File: src/rtl/trap_pkg.sv
// Package: shared encodings for the address trap unit.
// Assumes: the write select is two bits wide.
package trap_pkg;
    typedef enum logic [1:0] {
        SEL_BASE   = 2'd0,
        SEL_CTRL   = 2'd1,
        SEL_RELOAD = 2'd2,
        SEL_NONE   = 2'd3
    } cfg_sel_e;

    localparam int CTRL_W   = 8;
    localparam int SPACE_B  = 7;
    localparam int WREN_B   = 6;
    localparam int RDEN_B   = 5;
    localparam int IO_MSK_W = 5;
    localparam int MEM_MSK_W = 7;
    localparam int MEM_LO   = 9;
    localparam int LOW_SPAN = 16;
endpackage

File: src/rtl/trap_cfg_regs.sv
// Module: configuration registers loaded through one write port.
// Assumes: ADDR_W >= CNT_W and ADDR_W >= 8; writes land on the sampling edge.
module trap_cfg_regs
    import trap_pkg::*;
#(
    parameter int ADDR_W = 32,
    parameter int CNT_W  = 16
) (
    input  logic              clk,
    input  logic              rst_n,
    input  logic              cfg_we,
    input  logic [1:0]        cfg_sel,
    input  logic [ADDR_W-1:0] cfg_wdata,
    output logic [ADDR_W-1:0] base_q,
    output logic [CTRL_W-1:0] ctrl_q,
    output logic [CNT_W-1:0]  reload_q
);
    cfg_sel_e sel;
    assign sel = cfg_sel_e'(cfg_sel);

    // Load the selected register; select 3 touches nothing.
    always_ff @(posedge clk) begin
        if (!rst_n) begin
            base_q   <= '0;
            ctrl_q   <= '0;
            reload_q <= '0;
        end else if (cfg_we) begin
            case (sel)
                SEL_BASE:   base_q   <= cfg_wdata;
                SEL_CTRL:   ctrl_q   <= cfg_wdata[CTRL_W-1:0];
                SEL_RELOAD: reload_q <= cfg_wdata[CNT_W-1:0];
                default:    ;
            endcase
        end
    end

    // select 3 leaves every register unchanged.
    p_sel_none_r10: assert property (@(posedge clk) disable iff (!rst_n)
        (cfg_we && cfg_sel == 2'd3) |=> ($stable(base_q) && $stable(ctrl_q) && $stable(reload_q)));
endmodule

File: src/rtl/trap_match.sv
// Module: masked window compare and registered trap pulse.
// Assumes: ADDR_W > 16; control layout taken from trap_pkg.
module trap_match
    import trap_pkg::*;
#(
    parameter int ADDR_W = 32
) (
    input  logic              clk,
    input  logic              rst_n,
    input  logic [ADDR_W-1:0] base_q,
    input  logic [CTRL_W-1:0] ctrl_q,
    input  logic              cyc_valid,
    input  logic [ADDR_W-1:0] cyc_addr,
    input  logic              cyc_is_mem,
    input  logic              cyc_is_wr,
    output logic              trap_pulse
);
    logic              mem_mode;
    logic [ADDR_W-1:0] care;
    logic              addr_ok;
    logic              dir_ok;
    logic              hit;

    assign mem_mode = ctrl_q[SPACE_B];

    // Per-bit care vector: which address bits take part in the compare.
    for (genvar i = 0; i < ADDR_W; i++) begin : g_care
        if (i < IO_MSK_W) begin : g_lo
            assign care[i] = !mem_mode && !ctrl_q[i];
        end else if (i < MEM_LO) begin : g_io_only
            assign care[i] = !mem_mode;
        end else if (i < MEM_LO + MEM_MSK_W) begin : g_mid
            assign care[i] = mem_mode ? !ctrl_q[i-MEM_LO] : 1'b1;
        end else begin : g_hi
            assign care[i] = mem_mode;
        end
    end

    // Compare the address against the base and qualify the cycle direction.
    always_comb begin
        addr_ok = (((cyc_addr ^ base_q) & care) == '0);
        dir_ok  = mem_mode ? 1'b1 : (cyc_is_wr ? ctrl_q[WREN_B] : ctrl_q[RDEN_B]);
        hit     = cyc_valid && (cyc_is_mem == mem_mode) && addr_ok && dir_ok;
    end

    // Register the hit as a one-clock pulse.
    always_ff @(posedge clk) begin
        if (!rst_n) trap_pulse <= 1'b0;
        else        trap_pulse <= hit;
    end

    // a pulse always follows a valid cycle.
    p_needs_valid_r8: assert property (@(posedge clk) disable iff (!rst_n)
        trap_pulse |-> $past(cyc_valid));
    // the space flag of the trapped cycle matched the mode bit.
    p_space_match_r1: assert property (@(posedge clk) disable iff (!rst_n)
        trap_pulse |-> ($past(cyc_is_mem) == $past(ctrl_q[SPACE_B])));
    // an I/O trap only for an enabled direction.
    p_io_dir_r3: assert property (@(posedge clk) disable iff (!rst_n)
        (trap_pulse && !$past(ctrl_q[SPACE_B])) |->
        ($past(cyc_is_wr) ? $past(ctrl_q[WREN_B]) : $past(ctrl_q[RDEN_B])));
endmodule

File: src/rtl/trap_idle_timer.sv
// Module: idle countdown reloaded by each trap, one-clock expiry pulse.
// Assumes: the counter is idle (disarmed) until the first trap.
module trap_idle_timer #(
    parameter int CNT_W = 16
) (
    input  logic             clk,
    input  logic             rst_n,
    input  logic             trap_pulse,
    input  logic [CNT_W-1:0] reload_q,
    output logic             idle_expired
);
    logic [CNT_W-1:0] cnt;
    logic             armed;

    // Reload on trap, count down while armed, disarm at zero.
    always_ff @(posedge clk) begin
        if (!rst_n) begin
            cnt   <= '0;
            armed <= 1'b0;
        end else if (trap_pulse) begin
            cnt   <= reload_q;
            armed <= 1'b1;
        end else if (armed) begin
            if (cnt == '0) armed <= 1'b0;
            else           cnt   <= cnt - 1'b1;
        end
    end

    // Flag expiry for one clock when an armed count sits at zero.
    always_ff @(posedge clk) begin
        if (!rst_n) idle_expired <= 1'b0;
        else        idle_expired <= armed && (cnt == '0) && !trap_pulse;
    end

    // a trap reloads the counter and arms it.
    p_reload_r9: assert property (@(posedge clk) disable iff (!rst_n)
        trap_pulse |=> (armed && cnt == $past(reload_q)));
    // expiry lasts a single clock.
    p_expire_once_r9: assert property (@(posedge clk) disable iff (!rst_n)
        idle_expired |=> !idle_expired);
endmodule

File: src/rtl/addr_trap_unit.sv
// Module: top of the masked address trap comparator.
// Assumes: single clock domain, synchronous active-low reset.
module addr_trap_unit #(
    parameter int ADDR_W = 32,
    parameter int CNT_W  = 16
) (
    input  logic              clk,
    input  logic              rst_n,
    input  logic              cfg_we,
    input  logic [1:0]        cfg_sel,
    input  logic [ADDR_W-1:0] cfg_wdata,
    input  logic              cyc_valid,
    input  logic [ADDR_W-1:0] cyc_addr,
    input  logic              cyc_is_mem,
    input  logic              cyc_is_wr,
    output logic              trap_pulse,
    output logic              idle_expired
);
    localparam int CW = trap_pkg::CTRL_W;

    logic [ADDR_W-1:0] base_q;
    logic [CW-1:0]     ctrl_q;
    logic [CNT_W-1:0]  reload_q;

    trap_cfg_regs #(.ADDR_W(ADDR_W), .CNT_W(CNT_W)) u_regs (
        .clk(clk), .rst_n(rst_n), .cfg_we(cfg_we), .cfg_sel(cfg_sel),
        .cfg_wdata(cfg_wdata), .base_q(base_q), .ctrl_q(ctrl_q), .reload_q(reload_q)
    );

    trap_match #(.ADDR_W(ADDR_W)) u_match (
        .clk(clk), .rst_n(rst_n), .base_q(base_q), .ctrl_q(ctrl_q),
        .cyc_valid(cyc_valid), .cyc_addr(cyc_addr), .cyc_is_mem(cyc_is_mem),
        .cyc_is_wr(cyc_is_wr), .trap_pulse(trap_pulse)
    );

    trap_idle_timer #(.CNT_W(CNT_W)) u_idle (
        .clk(clk), .rst_n(rst_n), .trap_pulse(trap_pulse),
        .reload_q(reload_q), .idle_expired(idle_expired)
    );

    // outputs are low in the clock after a reset edge.
    p_reset_quiet_r7: assert property (@(posedge clk)
        !rst_n |=> (!trap_pulse && !idle_expired));
endmodule

File: config.mk
export PLATFORM = sky130hd
export DESIGN_NAME = addr_trap_unit
export DESIGN_NICKNAME = d
export VERILOG_FILES = /design/src/rtl/trap_pkg.sv /design/src/rtl/trap_cfg_regs.sv /design/src/rtl/trap_match.sv /design/src/rtl/trap_idle_timer.sv /design/src/rtl/addr_trap_unit.sv
export SDC_FILE = /design/constraint.sdc
export NUM_CORES = 1
export LEC_CHECK = 0
export ABC_AREA = 1
export BUFFER_PORTS_ARGS = -buffer_cell sky130_fd_sc_hd__buf_2
export CAP_MARGIN = 25
export CORE_ASPECT_RATIO = 1.4
export CORE_UTILIZATION = 25
export DETAILED_ROUTE_END_ITERATION = 7
export HOLD_SLACK_MARGIN = 0.15
export SLEW_MARGIN = 30
export SYNTH_ARGS = -nofsm -noshare
export SYNTH_HDL_FRONTEND = slang
export SYNTH_SLANG_ARGS = --single-unit
File: constraint.sdc
create_clock -name clk -period 1.95 [get_ports clk]
set_input_delay 0.2925 -clock clk [delete_from_list [all_inputs] [get_ports clk]]
set_output_delay 0.2925 -clock clk [all_outputs]
set_load 0.01 [all_outputs]
# Yosys cells after proc, flatten, opt, wreduce, memory -nomap -nowiden
# Cells that the tools add are included.
[word_totals] reg_bits=75 in_bits=72 output_inout_bits=2 elab_cells=56
[op_classes] addsub=1 eq_ne=4 n_mux=15 n_bitwise=2 reduce_logical=27
[ops] op="2-to-1 mux 16 bit" count=3
[ops] op="AND 32 bit" count=1
[ops] op="logical NOT 32 bit" count=1
[ops] op="bitwise XOR 32 bit" count=1
[ops] op="logical NOT 16 bit" count=1
[ops] op="subtractor 16 x 1 -> 16 bit (second input constant)" count=1
[ops] op="2-to-1 mux 1 bit" count=12
[ops] op="logical AND 1 bit" count=10
[ops] op="logical NOT 1 bit" count=9
[ops] op="AND reduction 2 bit" count=4
[ops] op="equality test 2 x 1 -> 1 bit (second input constant)" count=1
[ops] op="equality test 2 bit (second input constant)" count=1
[ops] op="logical NOT 2 bit" count=1
[ops] op="inequality test 2 bit (second input constant)" count=1
[ops] op="nonzero test 2 bit" count=1
[ops] op="equality test 1 bit" count=1

# Depth between registers and ports, before layout
# Gate-level depths: netlist of run 1.
[depth] word_depth=6 ltp_mapped=11 depth_no_buf=11

# Hierarchy
# From an unflattened synthesis of run 1, not the netlist that was laid out.
[hier_totals] hier_cells=761 hier_area_um2=4530.6
[by_module_without_submodules] module="trap_cfg_regs" instances=1 cells_each=364 area_per_inst_um2=2394.8 seq_area_each_um2=1121.1
[by_module_without_submodules] module="trap_idle_timer" instances=1 cells_each=209 area_per_inst_um2=1298.7 seq_area_each_um2=360.3
[by_module_without_submodules] module="trap_match" instances=1 cells_each=188 area_per_inst_um2=837.1 seq_area_each_um2=20.0

# Least setup slack after synthesis of run 1
# Ideal clock, no wire load.
[synth_path] path_type="register to register" from="register u_idle.cnt[0]" to="register u_idle.cnt[0]" setup_ns=0.120 arrival_ns=1.292 t_required_ns=1.830 slack_ns=0.538 stages_incl_launch_ff=10 path_buffers=0 period_less_slack_ns=1.412 path_cell_list="dfxtp_1 -> inv_1 -> ha_1 -> nand3_2 -> nor2_4 -> nand2_1 -> nand2_1 -> nand2_2 -> o21ai_0 -> a21oi_1"
[synth_via] elab_chain_len=4 elab_cells_between_ends=7 cone_classes="add/sub (1); eq/ne (1); mux (3); reduce/logical (2)"
[synth_rtl] item="from (decl)" line_no="trap_idle_timer.sv:12" source="logic [CNT_W-1:0] cnt;"
[synth_rtl] item="from (signal assigned)" line_no="trap_idle_timer.sv:21" source="cnt <= reload_q;"
[synth_rtl] item="from (signal assigned)" line_no="trap_idle_timer.sv:25" source="else cnt <= cnt - 1'b1;"
[synth_rtl] item="subtractor 16 x 1 -> 16 bit" line_no="trap_idle_timer.sv:25"
[synth_rtl] item="2-to-1 mux 16 bit" line_no="trap_idle_timer.sv:24" source="if (cnt == '0) armed <= 1'b0;"
[synth_rtl] item="2-to-1 mux 16 bit" line_no="trap_idle_timer.sv:23" source="end else if (armed) begin"
[synth_rtl] item="2-to-1 mux 16 bit" line_no="trap_idle_timer.sv:20" source="end else if (trap_pulse) begin"
# Parallel ways exist; a longest one is shown, timed or not. The select of a mux whose other input is x is not followed.
# A chain may end at the register's enable or synchronous reset.

# Worst setup path after layout of run 1
[layout_path] from="register u_idle.cnt[0]" to="register u_idle.cnt[10]"
# The elaborated chain is that of the path after synthesis.

==> results of run 1 <==
[cell usage after synthesis, drive strengths merged (3+ instances only)]
master,instances,area [um2]
or2,4,25.0
a21oi,30,150
nor2,153,592
o21ai,70,350
xnor2,19,166
dfxtp,75,1500
buf,6,31.3
nor3,3,31.3
o211ai,3,22.5
clkbuf,15,56.3
inv,39,146
nand3,28,150
nand2,101,389
xor2,4,35.0
[per-layer routing]
layer,vias up,GRT usage (%)
met2,95,23.8
met1,1635,16.0
met4,0,5.85
met5,-,0
met3,21,3.53
li1,1932,-
[critical path, stage by stage (launching register included)]
cell      delay [ps]
dfxtp_1          320
inv_1             90
ha_1             200
nand2_1           80
nor2_1           260
nand3_1          150
nor2_1           160
o211ai_1         110
nand3_1           90
nand2_1           60
inv_1             70
[path summary, 6_finish.rpt]
path / start / end / slack, ps / cells after the start
max: u_idle.cnt[0]$_SDFFE_PN0P_ / u_idle.cnt[10]$_SDFFE_PN0P_ / 320 / 10
min: cfg_wdata[28] / u_regs.base_q[28]$_SDFFE_PN0P_ / 180 / 3
max reg2reg: u_idle.cnt[0]$_SDFFE_PN0P_ / u_idle.cnt[10]$_SDFFE_PN0P_ / 320 / 10
min reg2reg: u_idle.cnt[1]$_SDFFE_PN0P_ / u_idle.cnt[1]$_SDFFE_PN0P_ / 480 / 2
[flip-flops by register name, indices dropped and copies added, names as in the netlist]
register	flops
u_idle.armed	1
u_idle.cnt	16
u_idle.idle_expired	1
u_match.trap_pulse	1
u_regs.base_q	32
u_regs.ctrl_q	8
u_regs.reload_q	16
[cell usage in the layout, fill, tap and decap left out, drive strengths merged, types with 14 or more instances in the layout]
cell type    n
clkbuf      14
a21oi       30
nor2       153
buf         80
o21ai       70
nand3       28
dfxtp       75
inv         39
xnor2       19
nand2      101
[power by group through the flow]
stage          sequential [mW]  clock (mW)  combinational (mW)
2_1_floorplan             1.65           0               0.183
3_3_place_gp              1.66           0               0.320
3_5_place_dp              1.66           0               0.320
4_1_cts                   1.63        1.59               0.322
5_1_grt                   1.64        1.66               0.362
6_report                  1.63        1.55               0.319
[cell families after synthesis]
group | share of synthesized area, %
AO/OA/AOI/OAI | 15.0
XOR/XNOR | 5.41
adder cells (fa/ha/maj) | 0.336
buffers and inverters | 6.38
flip-flops | 40.3
AND/OR/NAND/NOR | 32.6
[per-stage QoR]
stage / power [mW] / hold WS [ps] / cells / setup WS (ps)
3_5_place_dp: 1.98 / 475 / 809 / 313
3_3_place_gp: 1.98 / 464 / 809 / 381
6_report: 3.50 / 178 / 825 / 316
4_1_cts: 3.54 / 170 / 825 / 306
5_1_grt: 3.66 / 177 / 825 / 15.2
2_1_floorplan: 1.84 / 427 / 561 / 538
[final cells by class]
type                    instances  area share [%]
multi-input cells             425            43.6
flip-flops and latches         75            32.8
repair buffers                 80            9.14
clock buffers                  14            5.77
well taps                     189            5.17
inverters                      40            3.28
clock inverters                 2           0.219
==> out/results.ini, run 1 <==
[finish]
final_nets = 704
syn2layout_area_growth_pct = 22.7
n_fill_cell = 1597
drive_gt1_share_pct = 17.1
n_antenna_cell = 0
regArea_um2 = 1500
final_area_um2 = 4570
multiInputGateArea_um2 = 1990
fin_util_pct = 31.5

[global_routing]
grt_max_degree = 67
antenna_found_initial = 0
grt_usage_pct = 13.8
grt_pass1_vias = 3539
grt_pass1_wl_um = 16700
overflow = 0

[critical_path]
critical_path_class = flip-flop to flip-flop
arrival_ps = 1910
crit_path_end_kind = flip-flop
start_kind = flip-flop
worstPathMaxFanout = 5
crit_required_ps = 2230

[place]
io_buffers = 73
place_area_um2 = 4300
dp_hpwl_um = 7510
place.gp.congestion = 0.833

[power_and_ir_drop]
comb_power_share_pct = 9.1
p_int_mw = 2.66
clkPwrFrac_pct = 44.3
p_seq_share_pct = 46.6
vdd_ir_drop_max_mv = 0.437
switching_share_pct = 23.8
p_sw_mw = 0.832
p_per_area_nw_per_um2 = 765
p_leak_nw = 2.20

[routing]
route.met2.wl_um = 4950
wirelength_um = 10100
routed-wl-met3_um = 463
viasPerCell = 4.46
firstDrtPassIters = 5
wirelength_met1_um = 4450
vias = 3683
drt-initial-drc-count = 229
drc = 0
top_layer = met4
antenna_left = 0
wl_per_cell_um = 12.3

[floorplanning]
fp.coreArea_um2 = 14500
dieArea_um2 = 15400
rows = 52
initial_utilization_pct = 25.7
ioPinCount = 74
die_h_um = 146
dieWidth_um = 105

[synth]
synthCells = 561
ys_types = 34
ys_warn_count = 0
syn-cell-area_um2 = 3720
ys_async_sr_fraction_pct = 0
avgSynthCellArea_um2 = 6.64
ys_ff_latch = 75
seq_area_frac_synth_pct = 40.3
synthFlopType = dfxtp_1
synth_edf_count = 0
synth_fp_nets = 634

[sta]
fin_crit_sh_pct = 83.8
rsz0062_at_grt = false
drv_slew = 0
setup_viol = 0
slew_headroom_pct = 61.8
fin_crit_ps = 1630
tightest_slew_ps = 573
clock_skew_ps = 4.97
setup_tns_ps = 0
fmax_mhz = 612
final-hold-violation-count = 0

[clock_tree]
root_buffer = clkbuf_16
cts_sinks = 75
cts_hold_buf = 0
cts_buffers = 9
ctsResizeCount = 0
clock_latency_ps = 330
post_cts_buffers = 0
ctsHtreeMaxLevel = 3
clk_path_buf_depth = 2
cts_tree = built
clk_pin_slew_worst_paths_ps = 60

[run_status]
outcome = finished, final reports clean

[job]
drv_cap = 0

[worst_hold_path]
hp-class = input pin to flip-flop

No activity file was read; power rests on OpenSTA's default activity.
==> inputs of run 2 (changes only) <==
clock period = 1.4 ns   (was 1.95 ns; I/O delays follow)
==> run 2 against run 1 <==
Utilization up 4.4 points. Non-clock buffer count up 54. Clock power up 72%. Via count up 4.9%. Clock skew down 0.63 ps. Cell count up 6.5%. Combinational power up 64%. Sequential share of layout area down 4.0 points. Setup slack worse by 280 ps. Sequential power up 39%. First-iteration DRC count down 38%. Count of clock-buffer cells in the layout down 3. Critical path type unchanged. Critical endpoint is now u_idle.cnt[15]$_SDFFE_PN0P_. Largest power group is now the clock network. Highest routed layer unchanged.
==> out/results.ini, run 2 (synthesized netlist as in run 1, its figures left out) <==
[floorplanning]
die_h_um = 146  ; unchanged
dieWidth_um = 105  ; unchanged
dieArea_um2 = 15400  ; unchanged
fp.coreArea_um2 = 14500  ; unchanged
ioPinCount = 74  ; unchanged
initial_utilization_pct = 25.7  ; unchanged
rows = 52  ; unchanged

[critical_path]
critical_path_class = flip-flop to flip-flop
crit_buf_inv = 3  ; +1
arrival_ps = 1600  ; -310 ps
crit_path_end_kind = flip-flop
crit_required_ps = 1630  ; -600 ps
slowest_delay_ps = 320  ; about the same
cp_slowest_cell = dfxtp_2
cp_top_family = simple AND/OR/NAND/NOR gates
start_kind = flip-flop
crit_top_cell = nand3_1
cp_cell_sequence = inv_2 > ha_4 > nand3_4 > nor2_4 > nand2_2 > nand2_4 > inv_4 > nand3_1 > nand3_1 > nand2_1 > inv_1
worstPathMaxFanout = 7  ; +2

[global_routing]
grt_pass1_wl_um = 17900  ; +7.0%
antenna_found_initial = 0  ; unchanged
grt_max_degree = 42  ; -37%
overflow = 0  ; unchanged
grt_pass1_vias = 3845  ; +8.6%
grt_usage_pct = 14.6  ; +0.79 points

[power_and_ir_drop]
p_leak_nw = 2.51  ; +14%
p_sw_mw = 1.19  ; +44%
vdd_ir_drop_max_mv = 0.609  ; +39%
p_seq_share_pct = 41.6  ; -5.0 points
switching_share_pct = 21.9  ; -1.9 points
comb_power_share_pct = 9.6  ; +0.5 points
p_per_area_nw_per_um2 = 1050  ; +37%
clkPwrFrac_pct = 48.8  ; +4.5 points
p_int_mw = 4.26  ; +60%

[routing]
drc = 0  ; unchanged
antenna_left = 0  ; unchanged
firstDrtPassIters = 5  ; unchanged
wl_per_cell_um = 12.1  ; -1.3%
wirelength_um = 10700  ; +5.2%
vias = 3862  ; +4.9%
drt-initial-drc-count = 141  ; -38%
viasPerCell = 4.39  ; -1.6%

[clock_tree]
clk_pin_slew_worst_paths_ps = 60  ; about the same
cts_tree = built
cts_buffers = 9  ; unchanged
root_buffer = clkbuf_16
cts_sinks = 75  ; unchanged
clk_path_buf_depth = 2  ; unchanged
clock_latency_ps = 330  ; about the same
ctsHtreeMaxLevel = 3  ; unchanged

[sta]
tightest_slew_ps = 523  ; -50.8 ps
fmax_mhz = 734  ; +20%
setup_viol = 0  ; unchanged
rsz0062_at_grt = true
fin_ws_ps = 38.5  ; -278 ps
fin_crit_sh_pct = 97.3  ; +13 points
fin_crit_ps = 1360  ; -272 ps
drv_slew = 0  ; unchanged
clock_skew_ps = 4.34  ; -0.626 ps
setup_tns_ps = 0  ; unchanged
final-hold-violation-count = 0  ; unchanged
slew_headroom_pct = 65.1  ; +3.3 points

[worst_hold_path]
hp-class = input pin to flip-flop

[finish]
n_antenna_cell = 0  ; unchanged
final_common_cell = nor2_1
drive_gt1_share_pct = 23.3  ; +6.2 points
final_cell_mix = nor2_1, nand2_1, buf_2, dfxtp_1, o21ai_0
top_regs = u_regs.base_q (32), u_idle.cnt (16), u_regs.reload_q (16)
top_register = u_regs.base_q
syn2layout_area_growth_pct = 40.0
final_nets = 758  ; +7.7%
largest_register_ffs = 32  ; unchanged

[job]
drv_cap = 0  ; unchanged

[run_status]
outcome = finished, final reports clean

[place]
dp_hpwl_um = 7880  ; +5.0%
place.gp.congestion = 0.825  ; -0.98%
dp_slack_ps = -71.3  ; -384 ps
io_buffers = 73  ; unchanged

## run 2: cell count changes in the layout (fill, tap and decap cells not counted), moves of 3 or more
| cell | delta |
|---|---|
| o21ai_1 | +4 |
| dlygate4sd3_1 | +23 |
| nor2_2 | +4 |
| nand2_1 | -5 |
| nand2_2 | +3 |
| o21ai_0 | -4 |
| bufinv_16 | +3 |
| nor2_1 | -6 |
| buf_4 | +29 |
## run 2: area by class of cell
| class | count | area, um2 |
|---|---|---|
| well taps | 189 | 236 |
| fillers | 1536 | 9290 |
| repair buffers | 134 | 897 |
| multi-input cells | 425 | 2080 |
| clock buffers | 11 | 243 |
| clock inverters | 5 | 100 |
| flip-flops and latches | 75 | 1500 |
| inverters | 40 | 153 |
## run 2: repair_timing
action	in CTS	in global routing
pin swaps	6	5
hold endpoints to repair	28	0
hold buffers	23	0
endpoints found under the setup margin	12	17
gates resized for setup	15	16
buffers inserted	2	0
## run 2: stage by stage
stage	utilization (%)	cell area [um2]	total power, mW	hold slack [ps]	instances
6_report	35.9	5220	5.45	156	879
5_1_grt	35.9	5220	5.68	177	879
4_1_cts	35.6	5160	5.51	154	879
3_5_place_dp	31.2	4530	2.79	434	838
3_3_place_gp	31.2	4530	2.78	430	838
2_1_floorplan	-	3730	2.56	345	561
## run 2: worst min-delay path, stage by stage
cell and delay [ps]:
buf_2 110, nor2_1 50, nor2_1 80
## run 2: path summary, 6_finish.rpt
path,start,endpoint,slack [ps],cells after the start
max,u_idle.cnt[1]$_SDFFE_PN0P_,u_idle.cnt[15]$_SDFFE_PN0P_,40,11
min,cfg_wdata[3],u_regs.base_q[3]$_SDFFE_PN0P_,160,3
max reg2reg,u_idle.cnt[1]$_SDFFE_PN0P_,u_idle.cnt[15]$_SDFFE_PN0P_,40,11
min reg2reg,u_regs.base_q[0]$_SDFFE_PN0P_,u_regs.base_q[0]$_SDFFE_PN0P_,470,2
## run 2: layer usage
layer	GRT usage, %	wire length (um)
met5	0	0
met4	5.42	255
met3	2.81	410
met2	26.9	5430
met1	16.3	4560
## run 2: power groups by stage
stage | registers, mW | clock network, mW | logic (mW)
after floorplan | 2.30 | 0 | 0.255
after global placement | 2.31 | 0 | 0.468
after detailed placement | 2.31 | 0 | 0.471
after CTS | 2.27 | 2.72 | 0.523
after global routing | 2.28 | 2.82 | 0.586
final | 2.27 | 2.66 | 0.522
==> inputs of run 3 (changes only) <==
SYNTH_HIERARCHICAL = 1   (was not set)
==> run 3 against run 2 <==
Setup slack got worse by 35 ps. Fmax decreased by 2.5%. Combinational power up 25%. Area after synthesis rose by 22%. Sequential share of layout area decreased by 3.0 points. Die area grew 21%. Critical endpoint is now u_idle/cnt[9]$_SDFFE_PN0P_. Synthesized cell count up 36%. Total power shrank 3.6%. Cell count grew 25%. First-iteration DRC count is 18% higher. Via count grew 19%.
==> out/results.ini, run 3 <==
[routing]
drt-initial-drc-count = 166  ; +18%
viasPerCell = 4.19  ; -4.6%
wirelength_um = 12500  ; +18%
drc = 0  ; unchanged
antenna_left = 0  ; unchanged
vias = 4598  ; +19%
wl_per_cell_um = 11.4  ; -5.8%
firstDrtPassIters = 4  ; -1

[global_routing]
grt_pass1_vias = 4216  ; +9.6%
antenna_found_initial = 0  ; unchanged
grt_pass1_wl_um = 20600  ; +15%
grt_usage_pct = 14.1  ; -0.44 points
grt_max_degree = 70  ; +67%
overflow = 0  ; unchanged

[critical_path]
start_kind = flip-flop
arrival_ps = 1660  ; +60 ps
crit_path_end_kind = flip-flop
cp_cell_sequence = inv_2 > ha_4 > nand2_4 > nor2_4 > a21oi_4 > buf_6 > nor2_8 > nor2_4 > nand3_2 > nand2_1
crit_top_cell = nor2_4
slowest_delay_ps = 350  ; +30 ps
crit_start = u_idle/cnt[1]$_SDFFE_PN0P_
crit_required_ps = 1670  ; +40 ps
worstPathMaxFanout = 5  ; -2
timing.rr.start = u_idle/cnt[1]$_SDFFE_PN0P_
cp_slowest_cell = dfxtp_2
critical_path_class = flip-flop to flip-flop
reg2regPathDepth = 10  ; -1

[place]
io_buffers = 73  ; unchanged
dp_hpwl_um = 9050  ; +15%
place_area_um2 = 5310  ; +17%
place.gp.congestion = 0.853  ; +3.3%

[synth]
synthTopCellsByArea = dfxtp_1, nand2_1, inv_1, nor2_1, nand3_1
ys_ff_latch = 75  ; unchanged
synth.most_common_cell = nand2_1
seq_area_frac_synth_pct = 33.1  ; -7.2 points
avgSynthCellArea_um2 = 5.95  ; -10%
synth_fp_nets = 834  ; +32%
ys_async_sr_fraction_pct = 0  ; unchanged
synthFlopType = dfxtp_1
ys_warn_count = 6  ; +6
syn-cell-area_um2 = 4530  ; +22%
synth_top_area_share_pct = 33.1  ; -7.2 points
synthTopCellsByCount = nand2_1, inv_1, nor2_1
ys_types = 33  ; -2.9%
yosysTopAreaCell = dfxtp_1
synthCells = 761  ; +36%
synth_edf_count = 0  ; unchanged

[run_status]
outcome = finished, final reports clean

[power_and_ir_drop]
p_leak_nw = 3.06  ; +22%
p_per_area_nw_per_um2 = 897  ; -14%
vdd_ir_drop_max_mv = 0.507  ; -17%

[finish]
top_register = u_regs/base_q
final_cell_mix = nand2_1, inv_1, nor2_1
drive_gt1_share_pct = 22.1  ; -1.3 points
final_area_um2 = 5860  ; +12%
final_common_cell = nand2_1
final_nets = 929  ; +23%
largest_register_ffs = 32  ; unchanged
n_fill_cell = 1953  ; +27%
n_antenna_cell = 0  ; unchanged
syn2layout_area_growth_pct = 29.4
top_regs = u_regs/base_q (32), u_idle/cnt (16), u_regs/reload_q (16)

[floorplanning]
fp.coreArea_um2 = 17500  ; +21%
dieWidth_um = 116  ; +10%
dieArea_um2 = 18700  ; +21%
initial_utilization_pct = 25.8  ; +0.15 points
die_h_um = 161  ; +10%
ioPinCount = 74  ; unchanged
rows = 57  ; +9.6%

[sta]
final-hold-violation-count = 0  ; unchanged
drv_slew = 0  ; unchanged
setup_viol = 0  ; unchanged
tightest_slew_ps = 356  ; -166 ps
slew_headroom_pct = 76.2  ; +11 points
fin_crit_sh_pct = 99.7  ; +2.5 points
clock_skew_ps = 8.26  ; +3.92 ps
fin_crit_ps = 1400  ; +34.8 ps
fmax_mhz = 716  ; -2.5%
hold_ws_ps = 164  ; +8.12 ps
rsz0062_at_grt = true

[worst_hold_path]
hp-class = input pin to flip-flop
hp-start = cfg_wdata[1]
hold_depth = 3  ; unchanged

[clock_tree]
clk_pin_slew_worst_paths_ps = 60  ; about the same
cts_buffers = 9  ; unchanged
ctsHtreeMaxLevel = 3  ; unchanged
clock_latency_ps = 330  ; about the same
cts_sinks = 75  ; unchanged
cts_tree = built
clk_path_buf_depth = 2  ; unchanged
root_buffer = clkbuf_16

[job]
drv_cap = 0  ; unchanged

run 3: cell count changes after synthesis, sizes merged, moves of 3 or more:
cell and change:
nand2 +122, inv +95, nand3 +58, o21ai -57, buf +22, nor2 -15
xnor2 -15, clkbuf -13, a21oi +11, o211ai -3
run 3: worst paths after layout:
check | endpoint | slack (ps)
hold / removal | u_regs/ctrl_q[1]$_SDFFE_PN0P_ | 160
hold reg to reg | u_regs/base_q[0]$_SDFFE_PN0P_ | 490
setup / recovery | u_idle/cnt[9]$_SDFFE_PN0P_ | 4
setup reg to reg | u_idle/cnt[9]$_SDFFE_PN0P_ | 4
run 3: metal layers:
metal	track usage (%)	part of all wire, %	up-vias
met1	16.7	44	2029
met5	0	0	-
li1	-	-	2483
met2	25.1	50	70
met4	5.94	2.4	0
met3	1.80	3.3	16
run 3: worst max-delay path, delay by kind of cell, from the launching register on:
family | cells | cell delay, ps
AO/OA/AOI/OAI | 1 | 170
adder cells (fa/ha/maj) | 1 | 160
buffers and inverters | 2 | 200
flip-flops | 1 | 350
AND/OR/NAND/NOR | 6 | 440
run 3: cell families after synthesis:
group | count (synthesis) | share of synthesized area (%)
flip-flops | 75 | 33.1
AND/OR/NAND/NOR | 459 | 44.2
adder cells (fa/ha/maj) | 1 | 0.276
XOR/XNOR | 6 | 1.16
AO/OA/AOI/OAI | 56 | 6.52
buffers and inverters | 164 | 14.7
run 3: metrics by stage:
stage / setup slack (ps) / cells / power (mW) / setup TNS (ps) / utilization (%)
floorplan: 44.8 / 761 / 2.72 / 0 / -
global route: -69.5 / 1097 / 5.53 / -595 / 33.4
CTS: -2.38 / 1096 / 5.33 / -2.38 / 32.9
finish: 3.62 / 1097 / 5.26 / 0 / 33.4
global placement: -61.5 / 1068 / 2.95 / -128 / 30.3
detailed placement: -73.3 / 1068 / 2.96 / -427 / 30.3
run 3: power by group:
| group | leakage (nW) | internal [mW] | switching, mW | total [mW] |
|---|---|---|---|---|
| Sequential | 0.617 | 2.22 | 0.0542 | 2.27 |
| Clock | 0.145 | 1.42 | 0.911 | 2.33 |
| Combinational | 2.29 | 0.274 | 0.381 | 0.655 |
run 3: repair_timing:
action | 4_1_cts | 5_1_grt
setup buffers | 3 | 1
gates resized for setup | 20 | 29
pin swaps | 11 | 13
setup endpoints to repair | 16 | 16
endpoints found under the hold margin | 9 | 0
gates cloned | 1 | 0
hold buffers | 8 | 0
run 3: layout make-up:
class | instances | area (um2) | area share (%)
Timing Repair Buffer | 113 | 756 | 12.9
Clock inverter | 5 | 52.6 | 0.896
Inverter | 134 | 505 | 8.62
Multi-Input combinational cell | 523 | 2500 | 42.6
Clock buffer | 11 | 243 | 4.14
Tap cell | 236 | 295 | 5.04
Sequential cell | 75 | 1520 | 25.8
